==> src/rtl/ptw_pkg.sv <==
package ptw_pkg;

  typedef enum logic [1:0] {
    ST_IDLE  = 2'd0,
    ST_ISSUE = 2'd1,
    ST_WAIT  = 2'd2,
    ST_FIN   = 2'd3
  } walk_state_t;

  typedef enum logic [1:0] {
    RES_OK     = 2'd0,
    RES_ABSENT = 2'd1,
    RES_PERM   = 2'd2
  } walk_result_t;

  // Flag positions inside a page-table entry; the frame number sits above them.
  localparam int PTE_RESIDENT_BIT = 0;
  localparam int PTE_WRITE_BIT    = 1;
  localparam int PTE_READ_BIT     = 2;
  localparam int PTE_FLAG_BITS    = 3;

endpackage

==> src/rtl/ptw_addr_gen.sv <==
module ptw_addr_gen #(
  parameter int VA_W   = 16,
  parameter int OFF_W  = 10,
  parameter int BASE_W = 8,
  localparam int VPN_W  = VA_W - OFF_W,
  localparam int ADDR_W = BASE_W + VPN_W
) (
  input  logic [VA_W-1:0]   va,
  input  logic [BASE_W-1:0] base,
  output logic [ADDR_W-1:0] entry_addr,
  output logic [OFF_W-1:0]  offset
);

  // Entry address: base placed directly above the page number, no adder.
  function automatic logic [ADDR_W-1:0] form_entry_addr(
    input logic [BASE_W-1:0] b,
    input logic [VPN_W-1:0]  vpn
  );
    return {b, vpn};
  endfunction

  always_comb begin
    entry_addr = form_entry_addr(base, va[VA_W-1:OFF_W]);
    offset     = va[OFF_W-1:0];
  end

endmodule

==> src/rtl/ptw_check.sv <==
module ptw_check
  import ptw_pkg::*;
#(
  parameter int PFN_W = 8,
  parameter int OFF_W = 10,
  localparam int PTE_W = PFN_W + PTE_FLAG_BITS,
  localparam int PA_W  = PFN_W + OFF_W
) (
  input  logic [PTE_W-1:0] pte,
  input  logic             is_write,
  input  logic [OFF_W-1:0] offset,
  output walk_result_t     result,
  output logic [PA_W-1:0]  pa
);

  // Residency is tested first; rights only matter for a resident page.
  function automatic walk_result_t classify(
    input logic [PTE_W-1:0] e,
    input logic             wr
  );
    if (!e[PTE_RESIDENT_BIT])
      return RES_ABSENT;
    if (wr && !e[PTE_WRITE_BIT])
      return RES_PERM;
    if (!wr && !e[PTE_READ_BIT])
      return RES_PERM;
    return RES_OK;
  endfunction

  function automatic logic [PA_W-1:0] join_frame(
    input logic [PTE_W-1:0] e,
    input logic [OFF_W-1:0] off
  );
    return {e[PTE_W-1:PTE_FLAG_BITS], off};
  endfunction

  always_comb begin
    result = classify(pte, is_write);
    pa     = (result == RES_OK) ? join_frame(pte, offset) : '0;
  end

endmodule

==> src/rtl/ptw_fsm.sv <==
module ptw_fsm
  import ptw_pkg::*;
(
  input  logic clk,
  input  logic rst_n,
  input  logic req_valid,
  input  logic rsp_valid,
  output logic ready,
  output logic accept,
  output logic issue,
  output logic capture,
  output logic finish
);

  walk_state_t state_q, state_d;

  always_comb begin
    ready   = (state_q == ST_IDLE);
    accept  = ready && req_valid;
    issue   = (state_q == ST_ISSUE);
    capture = (state_q == ST_WAIT) && rsp_valid;
    finish  = (state_q == ST_FIN);
  end

  always_comb begin
    state_d = state_q;
    unique case (state_q)
      ST_IDLE:  if (req_valid) state_d = ST_ISSUE;
      ST_ISSUE: state_d = ST_WAIT;
      ST_WAIT:  if (rsp_valid) state_d = ST_FIN;
      ST_FIN:   state_d = ST_IDLE;
      default:  state_d = ST_IDLE;
    endcase
  end

  always_ff @(posedge clk) begin
    if (!rst_n) state_q <= ST_IDLE;
    else        state_q <= state_d;
  end

  // the read goes out in the cycle right after acceptance.
  assert_issue_after_accept_R2: assert property (@(posedge clk) disable iff (!rst_n)
    accept |=> issue);

  // a taken response leads to the finish cycle next.
  assert_finish_after_capture_R8: assert property (@(posedge clk) disable iff (!rst_n)
    capture |=> finish);

  // waiting continues for as long as no response shows up.
  assert_wait_hold_R9: assert property (@(posedge clk) disable iff (!rst_n)
    (state_q == ST_WAIT && !rsp_valid) |=> (state_q == ST_WAIT));

endmodule

==> src/rtl/ptw_unit.sv <==
module ptw_unit
  import ptw_pkg::*;
#(
  parameter int VA_W   = 16,
  parameter int OFF_W  = 10,
  parameter int BASE_W = 8,
  parameter int PFN_W  = 8,
  localparam int VPN_W  = VA_W - OFF_W,
  localparam int ADDR_W = BASE_W + VPN_W,
  localparam int PTE_W  = PFN_W + PTE_FLAG_BITS,
  localparam int PA_W   = PFN_W + OFF_W
) (
  input  logic              clk,
  input  logic              rst_n,
  input  logic              req_valid,
  output logic              req_ready,
  input  logic [VA_W-1:0]   req_va,
  input  logic              req_write,
  input  logic [BASE_W-1:0] table_base,
  output logic              mem_req_valid,
  output logic [ADDR_W-1:0] mem_req_addr,
  input  logic              mem_rsp_valid,
  input  logic [PTE_W-1:0]  mem_rsp_data,
  output logic              done,
  output logic [PA_W-1:0]   pa,
  output logic              fault_absent,
  output logic              fault_perm
);

  // Internal events, named for the assertions.
  logic ev_accept, ev_issue, ev_capture, ev_finish;

  logic [VA_W-1:0]   va_q;
  logic              write_q;
  logic [BASE_W-1:0] base_q;

  logic [ADDR_W-1:0] entry_addr;
  logic [OFF_W-1:0]  offset;
  walk_result_t      chk_result;
  logic [PA_W-1:0]   chk_pa;

  logic [PA_W-1:0]   pa_q;
  logic              absent_q, perm_q;

  ptw_fsm u_fsm (
    .clk       (clk),
    .rst_n     (rst_n),
    .req_valid (req_valid),
    .rsp_valid (mem_rsp_valid),
    .ready     (req_ready),
    .accept    (ev_accept),
    .issue     (ev_issue),
    .capture   (ev_capture),
    .finish    (ev_finish)
  );

  ptw_addr_gen #(.VA_W(VA_W), .OFF_W(OFF_W), .BASE_W(BASE_W)) u_addr (
    .va         (va_q),
    .base       (base_q),
    .entry_addr (entry_addr),
    .offset     (offset)
  );

  ptw_check #(.PFN_W(PFN_W), .OFF_W(OFF_W)) u_check (
    .pte      (mem_rsp_data),
    .is_write (write_q),
    .offset   (offset),
    .result   (chk_result),
    .pa       (chk_pa)
  );

  always_ff @(posedge clk) begin
    if (!rst_n) begin
      va_q    <= '0;
      write_q <= 1'b0;
      base_q  <= '0;
    end else if (ev_accept) begin
      va_q    <= req_va;
      write_q <= req_write;
      base_q  <= table_base;
    end
  end

  always_ff @(posedge clk) begin
    if (!rst_n) begin
      pa_q     <= '0;
      absent_q <= 1'b0;
      perm_q   <= 1'b0;
    end else if (ev_capture) begin
      pa_q     <= chk_pa;
      absent_q <= (chk_result == RES_ABSENT);
      perm_q   <= (chk_result == RES_PERM);
    end
  end

  always_comb begin
    mem_req_valid = ev_issue;
    mem_req_addr  = entry_addr;
    done          = ev_finish;
    pa            = ev_finish ? pa_q : '0;
    fault_absent  = ev_finish && absent_q;
    fault_perm    = ev_finish && perm_q;
  end

  // a walk makes one read only.
  assert_single_read_R2: assert property (@(posedge clk) disable iff (!rst_n)
    mem_req_valid |=> !mem_req_valid);

  // the page-number field of the read address comes from the accepted VA.
  assert_entry_vpn_R2: assert property (@(posedge clk) disable iff (!rst_n)
    mem_req_valid |-> (mem_req_addr[VPN_W-1:0] == $past(req_va[VA_W-1:OFF_W])));

  // no new request is taken while a read is outstanding.
  assert_busy_R3: assert property (@(posedge clk) disable iff (!rst_n)
    mem_req_valid |-> !req_ready);

  // done is a single-cycle strobe.
  assert_done_pulse_R8: assert property (@(posedge clk) disable iff (!rst_n)
    done |=> !done);

  // faults appear only with done, and never both at once.
  assert_fault_with_done_R8: assert property (@(posedge clk) disable iff (!rst_n)
    (fault_absent || fault_perm) |-> (done && !(fault_absent && fault_perm)));

  // a missing page yields no address.
  assert_absent_zero_pa_R5: assert property (@(posedge clk) disable iff (!rst_n)
    fault_absent |-> (pa == '0));

  // the displacement reaches the physical address unchanged.
  assert_offset_through_R7: assert property (@(posedge clk) disable iff (!rst_n)
    (done && !fault_absent && !fault_perm) |-> (pa[OFF_W-1:0] == va_q[OFF_W-1:0]));

endmodule

==> config.mk <==
export PLATFORM = sky130hd
export DESIGN_NAME = ptw_unit
export DESIGN_NICKNAME = d
export VERILOG_FILES = /design/src/rtl/ptw_pkg.sv /design/src/rtl/ptw_addr_gen.sv /design/src/rtl/ptw_check.sv /design/src/rtl/ptw_fsm.sv /design/src/rtl/ptw_unit.sv
export SDC_FILE = /design/constraint.sdc
export NUM_CORES = 1
export LEC_CHECK = 0
export ABC_AREA = 1
export BUFFER_PORTS_ARGS = -buffer_cell sky130_fd_sc_hd__buf_2
export CORE_MARGIN = 3
export CORE_UTILIZATION = 43
export CTS_BUF_LIST = sky130_fd_sc_hd__clkbuf_16
export CTS_CLUSTER_SIZE = 14
export DETAILED_ROUTE_END_ITERATION = 8
export GPL_ROUTABILITY_DRIVEN = 0
export PLACE_DENSITY = 0.73
export RECOVER_POWER = 25
export SYNTH_ARGS = -nofsm -noshare
export SYNTH_HDL_FRONTEND = slang
export SYNTH_SLANG_ARGS = --single-unit
export TNS_END_PERCENT = 1
==> constraint.sdc <==
create_clock -name clk -period 1.3 [get_ports clk]
set_input_delay 0 -clock clk [delete_from_list [all_inputs] [get_ports clk]]
set_output_delay 0 -clock clk [all_outputs]
set_load 0.05 [all_outputs]
==> results of run 1 <==
cell families (layout without fill, tap and decap cells):
logic type | after synthesis | count (layout)
and+or+nand+nor | 121 | 121
AOI/OAI and AO/OA | 48 | 48
buffers and inverters | 43 | 158
DFF | 47 | 47
adders and majority gates | 5 | 5
power groups by stage:
stage / Clock, mW / Combinational [mW] / Sequential [mW]
3_3_place_gp: 0 / 1.98 / 1.91
3_5_place_dp: 0 / 2.01 / 1.92
5_1_grt: 1.51 / 2.51 / 1.97
4_1_cts: 1.44 / 2.19 / 1.91
6_report: 1.41 / 2.32 / 1.94
2_1_floorplan: 0 / 1.12 / 2.36
sequential cells by signal, indices dropped and copies added (netlist names):
register	cells
absent_q	1
perm_q	1
write_q	1
va_q	16
pa_q	18
u_fsm.state_q	2
base_q	8
synth_stat cells (2+ instances only):
master / number / area share [%]
a21oi_1: 22 / 5.6
buf_6: 6 / 3.4
clkbuf_1: 7 / 1.3
dfxtp_1: 47 / 48
ha_1: 5 / 3.2
inv_1: 27 / 5.2
nand2_1: 47 / 9.0
nand2_2: 2 / 0.64
nand3_1: 19 / 4.8
nor2_1: 49 / 9.4
o21ai_0: 25 / 6.4
final cells by class:
cell class | count | area share (%)
Timing Repair Buffer | 122 | 31.5
Sequential cell | 47 | 28.3
Multi-Input combinational cell | 174 | 28.0
Inverter | 28 | 5.39
Clock buffer | 5 | 3.74
Tap cell | 50 | 1.87
Clock inverter | 3 | 1.16
repair_timing:
item,CTS,global route
gates resized for setup,74,19
endpoints found under the setup margin,25,64
hold buffers,30,0
cloned,1,2
endpoints found under the hold margin,30,0
setup buffers,0,1
pin swaps,0,7
cell usage in the layout, fill, tap and decap left out, types with 2 or more instances in the layout:
| cell | n |
|---|---|
| ha_1 | 3 |
| buf_4 | 9 |
| o21ai_1 | 3 |
| dfxtp_1 | 45 |
| clkbuf_16 | 7 |
| nand3_1 | 19 |
| inv_2 | 2 |
| nand2_4 | 10 |
| dlygate4sd3_1 | 30 |
| ha_4 | 2 |
| buf_2 | 48 |
| nor2_2 | 2 |
| nor2_1 | 47 |
| o21ai_0 | 22 |
| buf_8 | 9 |
| buf_6 | 13 |
| a21oi_1 | 22 |
| nand2_1 | 27 |
| nand2_2 | 13 |
| clkbuf_1 | 7 |
| buf_12 | 3 |
| clkinvlp_4 | 20 |
| inv_1 | 6 |
worst reg2reg max path, stage by stage (launching register included):
cell and delay [ns]:
dfxtp_2 0.33, inv_1 0.10, ha_1 0.24, nand2_2 0.10, buf_4 0.23, nand2_1 0.12
a21oi_1 0.16
routing by layer:
metal,up-vias,routed length (um),track usage [%]
met2,72,3090,39.7
met5,-,0,0
li1,1064,-,-
met3,4,343,4.65
met1,945,2250,24.5
met4,0,41,6.04
worst paths after layout:
path                          from      end  slack (ns)
setup / recovery  u_fsm.state_q[0]   pa[15]       -0.15
hold / removal           req_va[1]  va_q[1]       -0.01
setup reg to reg  u_fsm.state_q[0]  pa_q[6]       -0.04
hold reg to reg            write_q  write_q        0.47
per-stage QoR:
step	hold WS, ns	setup slack, ns	setup TNS (ns)	util, %	std cells
2_1_floorplan	0.123	-0.0519	-1.43	-	264
3_3_place_gp	0.247	0.0520	0	59.9	387
3_5_place_dp	0.255	0.00612	0	59.9	387
4_1_cts	0.000637	-0.0903	-1.64	77.2	426
5_1_grt	0.00869	-0.197	-4.85	79.6	429
6_report	-0.0147	-0.149	-1.78	79.6	429
==> impl_results.md, run 1 <==
- Status: finished, violations left
- Violated checks: hold timing, setup timing
- DR DRC count: 0
- Starting density of the core: a little under half
- Setup crit end kind: output pin
- Setup Skew: a little over 0.004 ns
- Worst hold path class: in2reg
- CTS H-Tree Depth: 2
- Fill cells: ~280
- Post-DRT Antenna Nets: 0
- CP peak stage delay: 0.32 ns
- Synth Area in Simple Gates: roughly a quarter
- Sw Ratio: 39.4%
- PwrDens: roughly 1700 nW/um2
- Xor-xnor portion of the synthesized cell area: 0%
- Clock Power Share: about 25%
- Final-report hold violation count: 2
- Sw Pwr: 2.23 mW
- CTS tree: built
- Ys Warns: 0
- Max-slew headroom: 60.1%
- Initial antenna violation count: 0
- Slowest cell on crit path: dfxtp_2
- Post-synth EDFFs: 0
- Wirelength per Cell: approximately 13 um
- Die Y: approximately 74 um
- Worst-Skew Late Latency: between 0.2 and 0.3 ns
- Synth Area per Inst: ~7.4 um2
- Final Cell Area: between 3000 and 4000 um2
- Final Cycle Share: 111%
- Routed wire length: between 5000 and 6000 um
- Row cnt: 23
- Compound-Gate Fraction of Synth Area: 12.4%
- Critical path depth in cells: 6
- Design Power: 5.67 mW
- Largest family of logic cells by synthesized area: simple AND/OR/NAND/NOR gates
- Die Area: roughly 5400 um2
- Worst Setup Path Type: reg2out
- Area Overhead vs Synth: 70.2%
- Final min period: 1.45 ns
- Vias in the first global route: approximately 2000
- First drt pass iteration count: 4
- Combinational power share: 40.9%
- Crit path DAT: between 1 and 1.5 ns
- I/O Buffers: 76
- Nets@finish: 423
- CP cell instances: buf_6 > ha_4 > clkbuf_16 > nand2_2 > clkinvlp_4 > buf_6
- Slew Viols, Final: 0
- Crit path max fanout: 5
- WP data required: roughly 1.3 ns
- Mux share of post-synthesis cell area: 0%
- Max Buffers Root-to-Sink: 2
- Final setup fails: 27
- IO Pins: 77
- GRT Overall Usage: between 20 and 25%
- Antenna Cells: 0
- Core area: approximately 4200 um2
- Main synth FF type: dfxtp_1
- Buffers & Inverters on Critical Path: 4
- Peak VDD IR: roughly 0.0013 V
- Die Wd: about 74 um
- Mapped Cells: about 260
- Clock Sink Count: 47
- CP Launch Type: flop
- P_int: between 3 and 4 mW
- Post-DP Area: 2520 um2
- Worst reg2reg path depth: 6
- Post-synth ARST share: 0%
- Hold path cells: 3
- Clk root buf: clkbuf_16
- Clk pin slew, worst setup/hold paths: roughly 0.060 ns
- Multi-input gate area: 937 um2
- Setup slack after layout: -0.149 ns
- Flops & latches, synth: 47
- Slew @ Worst Pin: 0.601 ns
- Post-DP HPWL: about 3100 um
- RSZ-0062 raised after global routing: yes
- CP dominant cell by count: buf_6
- Global-route wire length before repair: approximately 9100 um
- Cts bufs inserted: 5
- Synth Area in Adders: about 3.2%
- Storage element area: between 900 and 1000 um2
- Mapped Area: about 2000 um2
- Sequential share of the synthesized area: a little under half
- Pin count of the biggest net entering global routing: 27
- FMAX: between 600 and 700 MHz
- Yosys cell types: 19
- Syn_nets: 309
- MaxCap Viol Count: 0
- Flop pwr share: around a third
- First DRT Iteration DRCs: 119
- Vias per std cell: ~5
- DR vias: 2085
- Share of cells above drive strength 1: a little under 40%
- Gr ovfl total: 0
- Leakage: between 1 and 1.5 nW
- CP top delay family: buffers and inverters
- WHS: -0.0147 ns
Note: power is estimated with default switching activity, not from simulation.
==> inputs of run 2 (changes only) <==
--- a/config.mk
+++ b/config.mk
@@ -5,15 +5,14 @@
 export SDC_FILE = /design/constraint.sdc
 export NUM_CORES = 1
 export LEC_CHECK = 0
-export ABC_AREA = 1
 export BUFFER_PORTS_ARGS = -buffer_cell sky130_fd_sc_hd__buf_2
 export CORE_MARGIN = 3
-export CORE_UTILIZATION = 43
+export CORE_UTILIZATION = 50
 export CTS_BUF_LIST = sky130_fd_sc_hd__clkbuf_16
 export CTS_CLUSTER_SIZE = 14
 export DETAILED_ROUTE_END_ITERATION = 8
 export GPL_ROUTABILITY_DRIVEN = 0
-export PLACE_DENSITY = 0.73
+export PLACE_DENSITY = 0.81
 export RECOVER_POWER = 25
 export SYNTH_ARGS = -nofsm -noshare
 export SYNTH_HDL_FRONTEND = slang
==> constraint.sdc (replaced) <==
create_clock -name clk -period 1.8 [get_ports clk]
set_input_delay 0 -clock clk [delete_from_list [all_inputs] [get_ports clk]]
set_output_delay 0 -clock clk [all_outputs]
set_load 0.05 [all_outputs]
==> impl_results.md, run 2 <==
- Status: finished, final reports clean (was finished, violations left)
- R2R setup slack: 0.10 ns (was -0.04 ns)
- Die Area: 4360 um2 (was 5420 um2)
- Final-report hold violation count: 0 (was 2)
- Final Cycle Share: between 90% and 100%
- CTS tree: built (unchanged)
- DP Worst Slack: 0.0168 ns (was 0.00612 ns)
- Design Power: 3.37 mW (was 5.67 mW)
- Share of the synthesized area in the top cell type: 52.2% (was 47.9%)
- DR DRC count: 0 (unchanged)
- Vias in the first global route: 1629 (was 1965)
- Setup Buffers After CTS: 0 (unchanged)
- CP top delay family: simple AND/OR/NAND/NOR gates (was buffers and inverters)
- RSZ-0062 raised after global routing: yes (unchanged)
- Starting density of the core: 52.7% (was 46.8%)
- Setup Skew: 0.00230 ns (was 0.00414 ns)
- First DRT Iteration DRCs: 117 (was 119)
- Post-DP HPWL: 2770 um (was 3130 um)
- Share of cells above drive strength 1: 24.6% (was 38.5%)
- Buffers & Inverters on Critical Path: 1 (was 4)
- WP data required: 2.02 ns (was 1.30 ns)
- Flops & latches, synth: 47 (unchanged)
- Peak VDD IR: 0.000873 V (was 0.00132 V)
- Setup slack after layout: 0.103 ns (was -0.149 ns)
- Ys Warns: 0 (unchanged)
- Routed wire length: 4800 um (was 5720 um)
- Synth Area per Inst: 9.01 um2 (was 7.44 um2)
- I/O Buffers: 76 (unchanged)
- CP cell instances: inv_1 > ha_2 > nand2_2 > nor3_4 > a22o_1 (was buf_6 > ha_4 > clkbuf_16 > nand2_2 > clkinvlp_4 > buf_6)
- PwrDens: 1250 nW/um2 (was 1700 nW/um2)
- R2R Path Start: u_fsm.state_q[0] (unchanged)
- CTS H-Tree Depth: 2 (unchanged)
- Yosys top cell by area: dfxtp_1 (unchanged)
- Post-DRT Antenna Nets: 0 (unchanged)
- Vias per std cell: 4.95 (was 4.86)
- Final min period: 1.70 ns
- WHS: 0.0260 ns (was -0.0147 ns)
- Die Wd: 66.0 um (was 73.6 um)
- GRT Overall Usage: 23.0% (was 21.5%)
- IO Pins: 77 (unchanged)
- Cts bufs inserted: 5 (unchanged)
- Worst reg2reg path depth: 5 (was 6)
- DR vias: 1756 (was 2085)
- First drt pass iteration count: 4 (unchanged)
- Initial antenna violation count: 0 (unchanged)
- Clk root buf: clkbuf_16 (unchanged)
- Clk pin slew, worst setup/hold paths: 0.06 ns (about the same)
- Crit path max fanout: 18 (was 5)
- Top flop regs: pa_q (18), va_q (16), base_q (8) (unchanged)
- Row cnt: 21 (was 23)
- Slowest cell on crit path: nor3_4 (was dfxtp_2)
- Pin count of the biggest net entering global routing: 26 (was 27)
- Syn_nets: 245 (was 309)
- Synth top area cells: dfxtp_1, nand2_1, a22o_1, a21oi_1, and2_1 (was dfxtp_1, nor2_1, nand2_1, o21ai_0, a21oi_1)
- Crit path DAT: 1.92 ns (was 1.45 ns)
- Global-route wire length before repair: 7690 um (was 9110 um)
- Commonest non-fill, non-tap cells in the layout: buf_2, nand2_1, dfxtp_1 (was buf_2, nor2_1, dfxtp_1)
- Largest Register: pa_q (unchanged)
- Setup crit end kind: flop (was output pin)
- Count leader, synth: nand2_1 (was nor2_1)
- Clock Sink Count: 47 (unchanged)
- Mapped Cells: 200 (was 264)
- Hold Crit Start: mem_rsp_valid (was req_va[1])
- Gr ovfl total: 0 (unchanged)
- Nets@finish: 354 (was 423)
- Max Buffers Root-to-Sink: 2 (unchanged)
- CP peak stage delay: 0.54 ns (was 0.32 ns)
- Area Overhead vs Synth: 50.0% (was 70.2%)
- Max-slew headroom: 53.7% (was 60.1%)
- Antenna Cells: 0 (unchanged)
- Slew @ Worst Pin: 0.692 ns (was 0.601 ns)
- Reg2Reg Capture Point: pa_q[5] (was pa_q[6])
- Hold Path End: absent_q (was va_q[1])
- Fin util: 79.1% (was 79.6%)
- Commonest non-fill, non-tap cell in the layout: buf_2 (unchanged)
- Top cells by count, synth: nand2_1, dfxtp_1, a21oi_1, and2_1, a22o_1 (was nor2_1, dfxtp_1, nand2_1, inv_1, o21ai_0)
- Post-synth ARST share: 0% (unchanged)
- Yosys cell types: 21 (was 19)
- Wirelength per Cell: 13.5 um (was 13.3 um)
- MaxCap Viol Count: 0 (unchanged)
- FMAX: between 500 and 600 MHz
- Mapped Area: 1800 um2 (was 1960 um2)
- Worst hold path class: in2reg (unchanged)
- Critical path launch point: u_fsm.state_q[0] (unchanged)
- Critical path depth in cells: 5 (was 6)
- Sequential share of the synthesized area: 52.2% (was 47.9%)
- Slew Viols, Final: 0 (unchanged)
- Max reg flops: 18 (unchanged)
- Hold path cells: 2 (was 3)
- Die Y: 66.0 um (was 73.6 um)
- Final setup fails: 0 (was 27)
- Worst-Skew Late Latency: 0.28 ns (about the same)
- Main synth FF type: dfxtp_1 (unchanged)
- Core area: 3420 um2 (was 4200 um2)
- Worst Setup Path Type: reg2reg (was reg2out)
- CP Launch Type: flop (unchanged)
- Post-synth EDFFs: 0 (unchanged)
- Leakage: 1.21 nW (was 1.47 nW)
-- run 2: cell families (layout without fill, tap and decap cells) --
group | after synthesis | count (layout) | synth area share (%)
AND/OR/NAND/NOR | 80 | 80 | 21.1
AO/OA/AOI/OAI | 51 | 51 | 18.6
adder cells (fa/ha/maj) | 5 | 5 | 3.47
multiplexers | 1 | 1 | 0.556
buffers and inverters | 16 | 125 | 4.03
flip-flops | 47 | 47 | 52.2
-- run 2: how the worst max path moves through the flow --
| stage | to | slack (ns) |
|---|---|---|
| final | pa_q[5] | 0.10 |
| after CTS | pa_q[5] | 0.02 |
| after detailed placement | pa_q[5] | 0.02 |
| after global routing | pa_q[4] | -0.02 |
| after floorplan | va_q[10] | 0.07 |
| after global placement | base_q[0] | 0.15 |
-- run 2: repair_timing --
item	CTS	global route
endpoints found under the setup margin	18	44
hold endpoints to repair	35	0
hold buffers	35	0
pin swaps	1	0
gates resized for setup	0	2
-- run 2: metrics by stage --
step                      instances  cell area, um2  TNS (ns)
final                           355            2700         0
after global routing            355            2700    -0.160
after CTS                       355            2720         0
after detailed placement        313            2210         0
after global placement          313            2210         0
after floorplan                 200            1800         0
-- run 2: cell type report --
type	count	area, um2
Timing Repair Buffer	115	742
Clock inverter	2	33.8
Inverter	3	11.3
Tap cell	46	57.6
Multi-Input combinational cell	137	792
Sequential cell	47	941
Clock buffer	5	125
Fill cell	247	713
-- run 2: report_power, final --
group          total, mW  internal, mW  switching [mW]  leakage [nW]
combinational       1.11         0.335           0.773         0.748
clock              0.993         0.641           0.352        0.0811
sequential          1.27          1.19          0.0870         0.383
-- run 2: metal layers --
metal | up-vias | wire, um | global-route usage [%]
li1 | 885 | - | -
met5 | - | 0 | 0
met4 | 0 | 58 | 6.60
met3 | 6 | 281 | 5.95
met1 | 798 | 1960 | 27.6
met2 | 67 | 2500 | 40.2
-- run 2: worst register-to-register path, delay by kind of cell (launching register included) --
| family | cells | cell delay (ns) |
|---|---|---|
| buffers and inverters | 1 | 0.13 |
| DFF | 1 | 0.33 |
| and+or+nand+nor | 2 | 0.64 |
| adders and majority gates | 1 | 0.28 |
| AOI/OAI and AO/OA | 1 | 0.26 |
==> inputs of run 3 (changes only) <==
--- a/config.mk
+++ b/config.mk
@@ -12,7 +12,7 @@
 export CTS_CLUSTER_SIZE = 14
 export DETAILED_ROUTE_END_ITERATION = 8
 export GPL_ROUTABILITY_DRIVEN = 0
-export PLACE_DENSITY = 0.81
+export PLACE_DENSITY_LB_ADDON = 0.05
 export RECOVER_POWER = 25
 export SYNTH_ARGS = -nofsm -noshare
 export SYNTH_HDL_FRONTEND = slang
==> impl_results.md, run 3 (synthesis results as in run 2) <==
- Clk pin slew, worst setup/hold paths: 0.06 ns (about the same)
- DR DRC count: 0 (unchanged)
- R2R setup slack: 0.20 ns (was 0.10 ns)
- Routed wire length: 4470 um (was 4800 um)
- Worst reg2reg path depth: 5 (unchanged)
- Post-DRT Antenna Nets: 0 (unchanged)
- Reg2Reg Capture Point: absent_q (was pa_q[5])
- Gr ovfl total: 0 (unchanged)
- Core area: 3420 um2 (unchanged)
- IO Pins: 77 (unchanged)
- Post-DP Area: 2200 um2 (was 2210 um2)
- Die Y: 66.0 um (unchanged)
- Hold Crit Start: mem_rsp_valid (unchanged)
- Commonest non-fill, non-tap cells in the layout: buf_2, nand2_1, dfxtp_1 (unchanged)
- Slew @ Worst Pin: 0.798 ns (was 0.692 ns)
- Final-report hold violation count: 0 (unchanged)
- R2R Path Start: u_fsm.state_q[0] (unchanged)
- CP Launch Type: flop (unchanged)
- Cells after DPL: 312 (was 313)
- Post-DP HPWL: 2600 um (was 2770 um)
- Commonest non-fill, non-tap cell in the layout: buf_2 (unchanged)
- Max Buffers Root-to-Sink: 2 (unchanged)
- Row cnt: 21 (unchanged)
- Fill cells: 252 (was 247)
- Status: finished, final reports clean (unchanged)
- Slew Viols, Final: 0 (unchanged)
- CTS tree: built (unchanged)
- Crit path max fanout: 21 (was 18)
- GRT Overall Usage: 22.5% (was 23.0%)
- Critical path launch point: u_fsm.state_q[1] (was u_fsm.state_q[0])
- MaxCap Viol Count: 0 (unchanged)
- Area Overhead vs Synth: 50.9% (was 50.0%)
- WHS: 0.0375 ns (was 0.0260 ns)
- Setup Buffers After CTS: 0 (unchanged)
- WP data required: 1.80 ns (was 2.02 ns)
- Setup TNS: 0 ns (unchanged)
- Starting density of the core: 52.7% (unchanged)
- Die Area: 4360 um2 (unchanged)
- Wirelength per Cell: 12.6 um (was 13.5 um)
- CP peak stage delay: 0.53 ns (was 0.54 ns)
- Clock Sink Count: 47 (unchanged)
- Setup Skew: 0.00536 ns (was 0.00230 ns)
- CP cell instances: ha_1 > and2_1 > buf_2 (was inv_1 > ha_2 > nand2_2 > nor3_4 > a22o_1)
- RSZ-0062 raised after global routing: yes (unchanged)
- CTS H-Tree Depth: 2 (unchanged)
- Vias in the first global route: 1650 (was 1629)
- Share of cells above drive strength 1: 24.9% (was 24.6%)
- Top flop regs: pa_q (18), va_q (16), base_q (8) (unchanged)
- Setup slack after layout: 0.0781 ns (was 0.103 ns)
- Max-slew headroom: 46.8% (was 53.7%)
- Crit path DAT: 1.72 ns (was 1.92 ns)
- DP Worst Slack: 0.0280 ns (was 0.0168 ns)
- First DRT Iteration DRCs: 60 (was 117)
- Cts bufs inserted: 5 (unchanged)
- Non-Filler Instances: 355 (unchanged)
- Worst hold path class: in2reg (unchanged)
- Initial antenna violation count: 0 (unchanged)
- Slowest cell on crit path: ha_1 (was nor3_4)
- Peak VDD IR: 0.00103 V (was 0.000873 V)
- Pin count of the biggest net entering global routing: 29 (was 26)
- Hold path cells: 3 (was 2)
- DR vias: 1687 (was 1756)
- Final setup fails: 0 (unchanged)
- Vias per std cell: 4.75 (was 4.95)
- Antenna Cells: 0 (unchanged)
- PwrDens: 1260 nW/um2 (was 1250 nW/um2)
- First drt pass iteration count: 4 (unchanged)
- Nets@finish: 354 (unchanged)
- Final Cycle Share: 95.7% (was 94.3%)
- I/O Buffers: 76 (unchanged)
- Largest Register: pa_q (unchanged)
- Global-route wire length before repair: 7320 um (was 7690 um)
- Worst Setup Path Type: reg2out (was reg2reg)
- Clk root buf: clkbuf_16 (unchanged)
- Hold Path End: perm_q (was absent_q)
- Leakage: 1.21 nW (about the same)
- FMAX: 581 MHz (was 589 MHz)
- Die Wd: 66.0 um (unchanged)
- Final Cell Area: 2720 um2 (was 2700 um2)
- Final min period: 1.72 ns (was 1.70 ns)
- Worst-Skew Late Latency: 0.28 ns (about the same)
- Setup crit end kind: output pin (was flop)
- Max reg flops: 18 (unchanged)
## run 3: cell count changes in the layout (fill, tap and decap cells not counted), sizes merged
cell,change
clkinvlp,+1
dlygate4sd3,+1
buf,-1
inv,-1
## run 3: worst max-delay path: cells and delay by family, from the launching register on
kind / cells / cell delay [ns]
adder cells (fa/ha/maj): 1 / 0.53
buffers and inverters: 1 / 0.27
flip-flops: 1 / 0.41
AND/OR/NAND/NOR: 1 / 0.23
## run 3: layout make-up
class                   count  area, um2  share of cell area [%]
multi-input cells         137        802                    29.5
clock buffers               5        125                    4.60
inverters                   3       11.3                   0.414
repair buffers            115        744                    27.4
well taps                  46       57.6                    2.12
flip-flops and latches     47        941                    34.6
clock inverters             2       37.5                    1.38
## run 3: routing by layer
layer / wire (um) / share of wire, % / global-route usage [%] / up-vias
li1: - / - / - / 888
met1: 1970 / 44 / 26.1 / 731
met2: 2090 / 47 / 37.9 / 61
met3: 329 / 7.4 / 7.48 / 7
met4: 84 / 1.9 / 8.88 / 0
met5: 0 / 0 / 0 / -
## run 3: what timing repair did
action,CTS,global route
hold buffers,36,0
hold endpoints to repair,35,0
resized for setup,0,4
setup endpoints to repair,0,44
## run 3: how the worst max path moves through the flow
stage | end | slack, ns | depth (start not counted)
finish | pa[0] | 0.08 | 3
global route | pa[0] | -0.04 | 3
CTS | pa_q[13] | 0.007 | 5
detailed placement | pa_q[13] | 0.03 | 5
global placement | va_q[8] | 0.1 | 5
floorplan | va_q[10] | 0.07 | 7
## run 3: power by group
group          total [mW]  switching (mW)  internal [mW]
sequential           1.27          0.0882           1.19
combinational        1.13           0.783          0.347
clock                1.01           0.364          0.646
## run 3: per-stage QoR
| stage | power (mW) | utilization (%) |
|---|---|---|
| after floorplan | 2.10 | - |
| after global placement | 2.32 | 64.4 |
| after detailed placement | 2.35 | 64.4 |
| after CTS | 3.42 | 79.7 |
| after global routing | 3.61 | 79.6 |
| final | 3.41 | 79.6 |
